`src/rtl/prc_pkg.sv`:
```
package prc_pkg;
   localparam int unsigned ADDR_SPEC  = 0;
   localparam int unsigned ADDR_LEG   = 1;
   localparam int unsigned ADDR_READY = 2;

   function automatic int unsigned cnt_width(input int unsigned delay);
      return (delay < 2) ? 1 : $clog2(delay + 1);
   endfunction
endpackage

```
`src/rtl/prc_regfile.sv`:
```
module prc_regfile #(
   parameter int unsigned               NUM_PERIPH  = 4,
   parameter logic [NUM_PERIPH-1:0]     LEGACY_MASK = 4'b0111,
   parameter int unsigned               ADDR_W      = 4
) (
   input  logic                  clk,
   input  logic                  rst_n,
   input  logic                  wr_en,
   input  logic [ADDR_W-1:0]     addr,
   input  logic [NUM_PERIPH-1:0] wfield,
   output logic [NUM_PERIPH-1:0] spec_q,
   output logic [NUM_PERIPH-1:0] leg_q
);
   import prc_pkg::*;

   logic wr_spec;
   logic wr_leg;

   assign wr_spec = wr_en && (addr == ADDR_W'(ADDR_SPEC));
   assign wr_leg  = wr_en && (addr == ADDR_W'(ADDR_LEG));

   for (genvar i = 0; i < NUM_PERIPH; i++) begin : g_bit
      always_ff @(posedge clk) begin
         if (!rst_n)       spec_q[i] <= 1'b0;
         else if (wr_spec) spec_q[i] <= wfield[i];
      end

      if (LEGACY_MASK[i]) begin : g_leg
         always_ff @(posedge clk) begin
            if (!rst_n)      leg_q[i] <= 1'b0;
            else if (wr_leg) leg_q[i] <= wfield[i];
         end
      end else begin : g_noleg
         assign leg_q[i] = 1'b0;
      end
   end
endmodule

```
`src/rtl/prc_ready_timer.sv`:
```
module prc_ready_timer #(
   parameter int unsigned READY_DELAY = 4
) (
   input  logic clk,
   input  logic rst_n,
   input  logic hold,
   output logic ready
);
   import prc_pkg::*;

   localparam int unsigned     CW   = cnt_width(READY_DELAY);
   localparam logic [CW-1:0]   TERM = CW'(READY_DELAY);

   logic [CW-1:0] cnt_q;

   always_ff @(posedge clk) begin
      if (!rst_n)              cnt_q <= TERM;
      else if (hold)           cnt_q <= '0;
      else if (cnt_q != TERM)  cnt_q <= cnt_q + 1'b1;
   end

   assign ready = !hold && (cnt_q == TERM);
endmodule

```
`src/rtl/prc_readback.sv`:
```
module prc_readback #(
   parameter int unsigned NUM_PERIPH = 4,
   parameter int unsigned DATA_W     = 32,
   parameter int unsigned ADDR_W     = 4
) (
   input  logic                  clk,
   input  logic                  rst_n,
   input  logic                  rd_en,
   input  logic [ADDR_W-1:0]     addr,
   input  logic [NUM_PERIPH-1:0] spec_q,
   input  logic [NUM_PERIPH-1:0] leg_q,
   input  logic [NUM_PERIPH-1:0] ready,
   output logic [DATA_W-1:0]     rdata
);
   import prc_pkg::*;

   logic [NUM_PERIPH-1:0] sel;
   logic [DATA_W-1:0]     rdata_q;

   always_comb begin
      case (addr)
         ADDR_W'(ADDR_SPEC):  sel = spec_q;
         ADDR_W'(ADDR_LEG):   sel = leg_q;
         ADDR_W'(ADDR_READY): sel = ready;
         default:             sel = '0;
      endcase
   end

   always_ff @(posedge clk) begin
      if (!rst_n)     rdata_q <= '0;
      else if (rd_en) rdata_q <= DATA_W'(sel);
   end

   assign rdata = rdata_q;
endmodule

```
`src/rtl/periph_rst_ctrl.sv`:
```
module periph_rst_ctrl #(
   parameter int unsigned           NUM_PERIPH  = 4,
   parameter logic [NUM_PERIPH-1:0] LEGACY_MASK = 4'b0111,
   parameter int unsigned           READY_DELAY = 4,
   parameter int unsigned           DATA_W      = 32,
   parameter int unsigned           ADDR_W      = 4
) (
   input  logic                  clk,
   input  logic                  rst_n,
   input  logic                  wr_en,
   input  logic                  rd_en,
   input  logic [ADDR_W-1:0]     addr,
   input  logic [DATA_W-1:0]     wdata,
   output logic [DATA_W-1:0]     rdata,
   output logic [NUM_PERIPH-1:0] periph_rst,
   output logic [NUM_PERIPH-1:0] periph_ready
);
   if (NUM_PERIPH < 1 || NUM_PERIPH > DATA_W) begin : g_bad_num
      $error("periph_rst_ctrl: NUM_PERIPH must be 1..DATA_W");
   end
   if (READY_DELAY < 1) begin : g_bad_delay
      $error("periph_rst_ctrl: READY_DELAY must be at least 1");
   end
   if (ADDR_W < 2) begin : g_bad_addr
      $error("periph_rst_ctrl: ADDR_W must be at least 2");
   end

   logic [NUM_PERIPH-1:0] spec_q;
   logic [NUM_PERIPH-1:0] leg_q;

   prc_regfile #(
      .NUM_PERIPH (NUM_PERIPH),
      .LEGACY_MASK(LEGACY_MASK),
      .ADDR_W     (ADDR_W)
   ) u_regs (
      .clk   (clk),
      .rst_n (rst_n),
      .wr_en (wr_en),
      .addr  (addr),
      .wfield(wdata[NUM_PERIPH-1:0]),
      .spec_q(spec_q),
      .leg_q (leg_q)
   );

   assign periph_rst = spec_q | leg_q;

   for (genvar i = 0; i < NUM_PERIPH; i++) begin : g_tmr
      prc_ready_timer #(
         .READY_DELAY(READY_DELAY)
      ) u_tmr (
         .clk  (clk),
         .rst_n(rst_n),
         .hold (periph_rst[i]),
         .ready(periph_ready[i])
      );
   end

   prc_readback #(
      .NUM_PERIPH(NUM_PERIPH),
      .DATA_W    (DATA_W),
      .ADDR_W    (ADDR_W)
   ) u_rb (
      .clk   (clk),
      .rst_n (rst_n),
      .rd_en (rd_en),
      .addr  (addr),
      .spec_q(spec_q),
      .leg_q (leg_q),
      .ready (periph_ready),
      .rdata (rdata)
   );
endmodule

```
`config.mk`:
```
export PLATFORM = sky130hd
export DESIGN_NAME = periph_rst_ctrl
export DESIGN_NICKNAME = d
export VERILOG_FILES = /design/src/rtl/prc_pkg.sv /design/src/rtl/prc_regfile.sv /design/src/rtl/prc_ready_timer.sv /design/src/rtl/prc_readback.sv /design/src/rtl/periph_rst_ctrl.sv
export SDC_FILE = /design/constraint.sdc
export NUM_CORES = 1
export LEC_CHECK = 0
export ABC_AREA = 1
export BUFFER_PORTS_ARGS = -buffer_cell sky130_fd_sc_hd__buf_2
export CAP_MARGIN = 20
export CORE_MARGIN = 2
export CORE_UTILIZATION = 40
export DETAILED_ROUTE_END_ITERATION = 16
export MAX_ROUTING_LAYER = met4
export PLACE_DENSITY = 0.82
export SYNTH_ARGS = -nofsm -noshare
export SYNTH_HDL_FRONTEND = slang
export SYNTH_SLANG_ARGS = --single-unit
```
`constraint.sdc`:
```
create_clock -name clk -period 1.52 [get_ports clk]
set_input_delay 0.076 -clock clk [delete_from_list [all_inputs] [get_ports clk]]
set_output_delay 0.076 -clock clk [all_outputs]
set_load 0.05 [all_outputs]
```
Word-level counts from Yosys, hierarchy flattened

Index checks and enable logic that the tools add are counted.

$add $sub $neg: 4
Equal/unequal tests: 10
Multiplexer cells: 9
Bitwise operators: 2
Reduce and logical (&&, ||, !) cells: 19

Operator list:

| operator                                      | number |
|---|---|
| 2-to-1 mux 3 bit                              | 8 |
| adder 3 x 1 -> 3 bit, second input constant   | 4 |
| == test 3 bit, second input constant          | 4 |
| != test 3 bit, second input constant          | 4 |
| one-hot mux 4 bit (3 select lines)            | 1 |
| nonzero test 2 bit                            | 4 |
| OR reduction 2 bit                            | 4 |
| logical AND 1 bit                             | 6 |
| == test 4 x 1 -> 1 bit, second input constant | 1 |
| == test 4 x 2 -> 1 bit, second input constant | 1 |
| zero test 1 bit                               | 4 |
| zero test 4 bit                               | 1 |
| bitwise OR 4 x 3 -> 4 bit                     | 1 |
| inverter 1 bit                                | 1 |

Bits in registers: 23
Input port bits: 40
Word-level logic and storage cells: 60

Depth between registers and ports, before layout

Word-level depth: 4
Mapped depth: 10
Mapped depth without buffers: 10

By module

Synthesis repeated with hierarchy kept, for this count alone.

Cell total of the unflattened synthesis: 251
Area, all modules: 1,614.0 um2

Modules (own cells, without submodules):

| module                                | instances | cells each | area an instance (um2) | sequential area each (um2) |
|---|---|---|---|---|
| prc_ready_timer at g_tmr[1].u_tmr ... | 3         | 26         | 175.2                  | 60.1 |
| prc_readback                          | 1         | 70         | 467.9                  | 80.1 |
| prc_regfile                           | 1         | 65         | 405.4                  | 140.1 |
| prc_ready_timer at g_tmr[0].u_tmr     | 1         | 26         | 170.2                  | 60.1 |
| periph_rst_ctrl                       | 1         | 12         | 45.0                   | 0.0 |

Worst setup path after synthesis

No wires, ideal clock.

Path kind: register to register
Start point: register g_tmr[3].u_tmr.cnt_q[0]
End point: register u_rb.rdata_q[3], in the netlist u_rb.rdata[3]
Library setup time: 117 ps
Data arrival time: 952 ps
Required time: 1,403 ps
Path slack: 451 ps
Cell stages (with the launch flop): 11
Clock period less this slack: 1,069 ps
Cell sequence: dfxtp_1 inv_1 ha_1 nand2_1 inv_2 nand2_1 inv_1 nand2_1 nand2_1 nand2_1 a21oi_1

Word-level cells in the longest chain between the ends: 3

Ends and longest elaborated chain:

| element                            | RTL line              | text |
|---|---|---|
| from (decl)                        | prc_ready_timer.sv:14 | `logic [CW-1:0] cnt_q;` |
| from (signal assigned)             | prc_ready_timer.sv:19 | `else if (cnt_q != TERM) cnt_q <= cnt_q + 1'b1;` |
| == test 3 bit                      | prc_ready_timer.sv:22 | `assign ready = !hold && (cnt_q == TERM);` |
| logical AND 1 bit                  | prc_ready_timer.sv:22 |  |
| net g_tmr[3].u_tmr.ready           | prc_ready_timer.sv:7  | `output logic ready` |
| one-hot mux 4 bit (3 select lines) | prc_readback.sv:21    | `case (addr)` |
| to (signal assigned)               | prc_readback.sv:31    | `else if (rd_en) rdata_q <= DATA_W'(sel);` |
| to (decl)                          | prc_readback.sv:18    | `logic [DATA_W-1:0] rdata_q;` |

The timed path passes the listed nets, and every way through them passes these cells.
A chain may end at the register's enable or synchronous reset.

Worst setup path after layout

Start point: register g_tmr[2].u_tmr.cnt_q[0]
End point: output port periph_ready[2]

Word-level cells in the longest chain between the ends: 2

Ends and longest elaborated chain:

| element                | RTL line              | text |
|---|---|---|
| from (decl)            | prc_ready_timer.sv:14 |  |
| from (signal assigned) | prc_ready_timer.sv:19 |  |
| == test 3 bit          | prc_ready_timer.sv:22 |  |
| logical AND 1 bit      | prc_ready_timer.sv:22 |  |
| to (decl)              | periph_rst_ctrl.sv:16 | `output logic [NUM_PERIPH-1:0] periph_ready` |

Every way passes these cells.

==> results.cfg <==
[placement]
io_buffers = 23
dpl.hpwl_microns = 1820
place.gp.congestion = 0.747
dp.cells = 253

[cells_and_area]
n_antenna_cell = 0
nets = 260
final_cells = 257
drive_above_1_share_pct = 18.0
syn_to_final_growth_pct = 3.99

[route]
postRouteAntennaNets = 0
vias_per_cell = 4.19
drc_errors = 0
vias = 1077
drtPass1Iterations = 4
drt_iter0_markers = 46
wire_per_inst_microns = 8.65
wl_microns = 2220

[cts]
cts_buffers = 3
cts_tree = done
clockBufferDepth = 2
cts.clk_slew.worst_paths_ns = 0.13
clock_latency_ns = 0.31
cts_root_buffer = clkbuf_4
cts-htree-levels = 1
numClockSinks = 23

[synth]
synthArstFlopShare_pct = 0
synth_top_area_share_pct = 32.6
yosysSeqAreaShare_pct = 32.6
synth_area_leader_cell = dfxtp_1
yosys-top-cells-area = dfxtp_1, buf_4, nand2_1
synth_area_per_cell_sq_um = 7.28
synth_common_cells = nand2_1, buf_4, inv_1, dfxtp_1, a21oi_1
ys_seq_elements = 23
synth-edff-count = 0
yosysMostFrequentCell = nand2_1
syn_area_sq_um = 1410
ys_warn_count = 0
syn-instance-count = 194
ys.flop_type = dfxtp_1
ys_types = 18

[global_route]
grt_max_degree = 17
grt-ovfl-total = 0
grt_pass1_wl_microns = 3750
grt_pass1_vias = 901
antenna_found_initial = 0
grt_usage_pct = 11.7

[critical_path]
cp.required_ns = 1.44
cp.arrival_ns = 1.36
startpoint_type = flop
end_kind = output port
criticalPathCategory = flop to output port
worstPathMaxFanout = 3

[floorplan]
io_pins = 80
die_area_sq_um = 4020
start_util_pct = 42.0
die_w_microns = 63.4
rows = 21
fp.dieH_microns = 63.4
coreArea_sq_um = 3360

[timing]
clock_skew_ns = 0.00908
fmax_ghz = 0.697
post-route-period-util_pct = 94.4
setup_viol = 0
hold_viol = 0
fin_crit_ns = 1.43
rsz0062_at_grt = no
report.final.slew_viol_count = 0
tns_ns = 0

[run_status]
status = finished clean

[power]
p_seq_share_pct = 35.5
peakVddDrop_uv = 568
power_density_nw_per_um2 = 1440
p_clk_share_pct = 13.3
p_int_uw = 1100
swShare_pct = 47.8
combPwrFrac_pct = 51.2
switching_power_uw = 1010
p_leak_uw = 0.000730

[job]
maxCapViolCount = 0

[hold_path]
hold_class = input pin to flop
-- stage by stage --
step | hold slack [ns] | setup slack (ns) | cell area, sq um | power [uW] | util, %
final | 0.0267 | 0.0854 | 1470 | 2110 | 43.7
after global placement | 0.353 | 0.353 | 1410 | 1720 | 42.0
after floorplan | 0.218 | 0.451 | 1510 | 1710 | -
after detailed placement | 0.355 | 0.324 | 1410 | 1740 | 42.0
after global routing | 0.0246 | 0.00199 | 1470 | 2260 | 43.7
after CTS | 0.0166 | 0.00539 | 1440 | 2050 | 42.9
-- worst max-delay path: stages (launching register included) --
cell and delay [ns]:
dfxtp_1 0.36, inv_1 0.08, ha_1 0.15, nand2_1 0.09, nor2_2 0.19, buf_6 0.18
-- layout by cell type (no fill, tap or decap) --
cell type | netlist | routed
buf_4 | 36 | 1
o21ai_1 | 7 | 7
a211oi_1 | 4 | 4
dfxtp_1 | 23 | 22
buf_6 | 0 | 3
clkbuf_4 | 0 | 3
conb_1 | 1 | 28
inv_2 | 1 | 1
nand3_1 | 10 | 10
nor2_4 | 1 | 1
nand2_1 | 39 | 39
clkinv_2 | 0 | 1
inv_1 | 27 | 27
nand3_2 | 2 | 2
buf_2 | 1 | 19
dfxtp_2 | 0 | 1
a21oi_1 | 15 | 15
o21ai_0 | 5 | 5
ha_1 | 8 | 8
xor2_1 | 3 | 3
nor2_2 | 3 | 6
nor2_1 | 8 | 5
-- kinds of logic (layout without fill, tap and decap cells) --
logic type               after synthesis  after routing  share of synthesized area (%)
AO/OA/AOI/OAI                         31             31                           11.7
other                                  1             28                          0.265
adder cells (fa/ha/maj)                8              8                           7.09
buffers and inverters                 65             55                           26.9
XOR/XNOR                               3              3                           1.86
AND/OR/NAND/NOR                       63             63                           19.6
flip-flops                            23             23                           32.6
-- what timing repair did --
item / CTS / global route
hold buffers: 0 / 0
resized for setup: 2 / 11
setup buffers: 0 / 0
endpoints found under the setup margin: 2 / 4
-- per-layer routing --
layer	global-route usage (%)	routed length, microns	vias up
met5	-	0	-
met4	1.63	16	0
met3	3.93	158	2
met2	18.7	997	36
met1	14.8	1050	458
li1	-	-	581
-- final cells by class --
type	count	area, sq um
clock buffer	3	22.5
clock inverter	1	5.00
fill	364	1890
inverter	28	105
multi-input combinational	133	681
sequential	23	462
tap	46	57.6
timing repair buffer	23	136
-- registers in the layout, summed over array words and instances (netlist names) --
register           flops
u_regs.spec_q          4
u_rb.rdata             4
g_tmr.u_tmr.cnt_q     12
u_regs.leg_q           3
-- power groups by stage --
stage          clock [uW]  sequential, uW  combinational, uW
6_report              281             748               1080
5_1_grt               318             759               1180
4_1_cts               296             746               1010
3_5_place_dp            0             760                981
3_3_place_gp            0             756                967
2_1_floorplan           0             758                956
-- path summary, 6_finish.rpt --
path	start	end	slack, ns	cells past startpoint
worst max-delay path	g_tmr[2].u_tmr.cnt_q[0]	periph_ready[2]	0.09	5
worst min register to register	u_rb.rdata[3]	u_rb.rdata[3]	0.47	2
worst min-delay path	wdata[3]	u_regs.spec_q[3]	0.03	3
worst max register to register	g_tmr[2].u_tmr.cnt_q[0]	u_rb.rdata[2]	0.29	8
(Power assumes the default switching activity.)
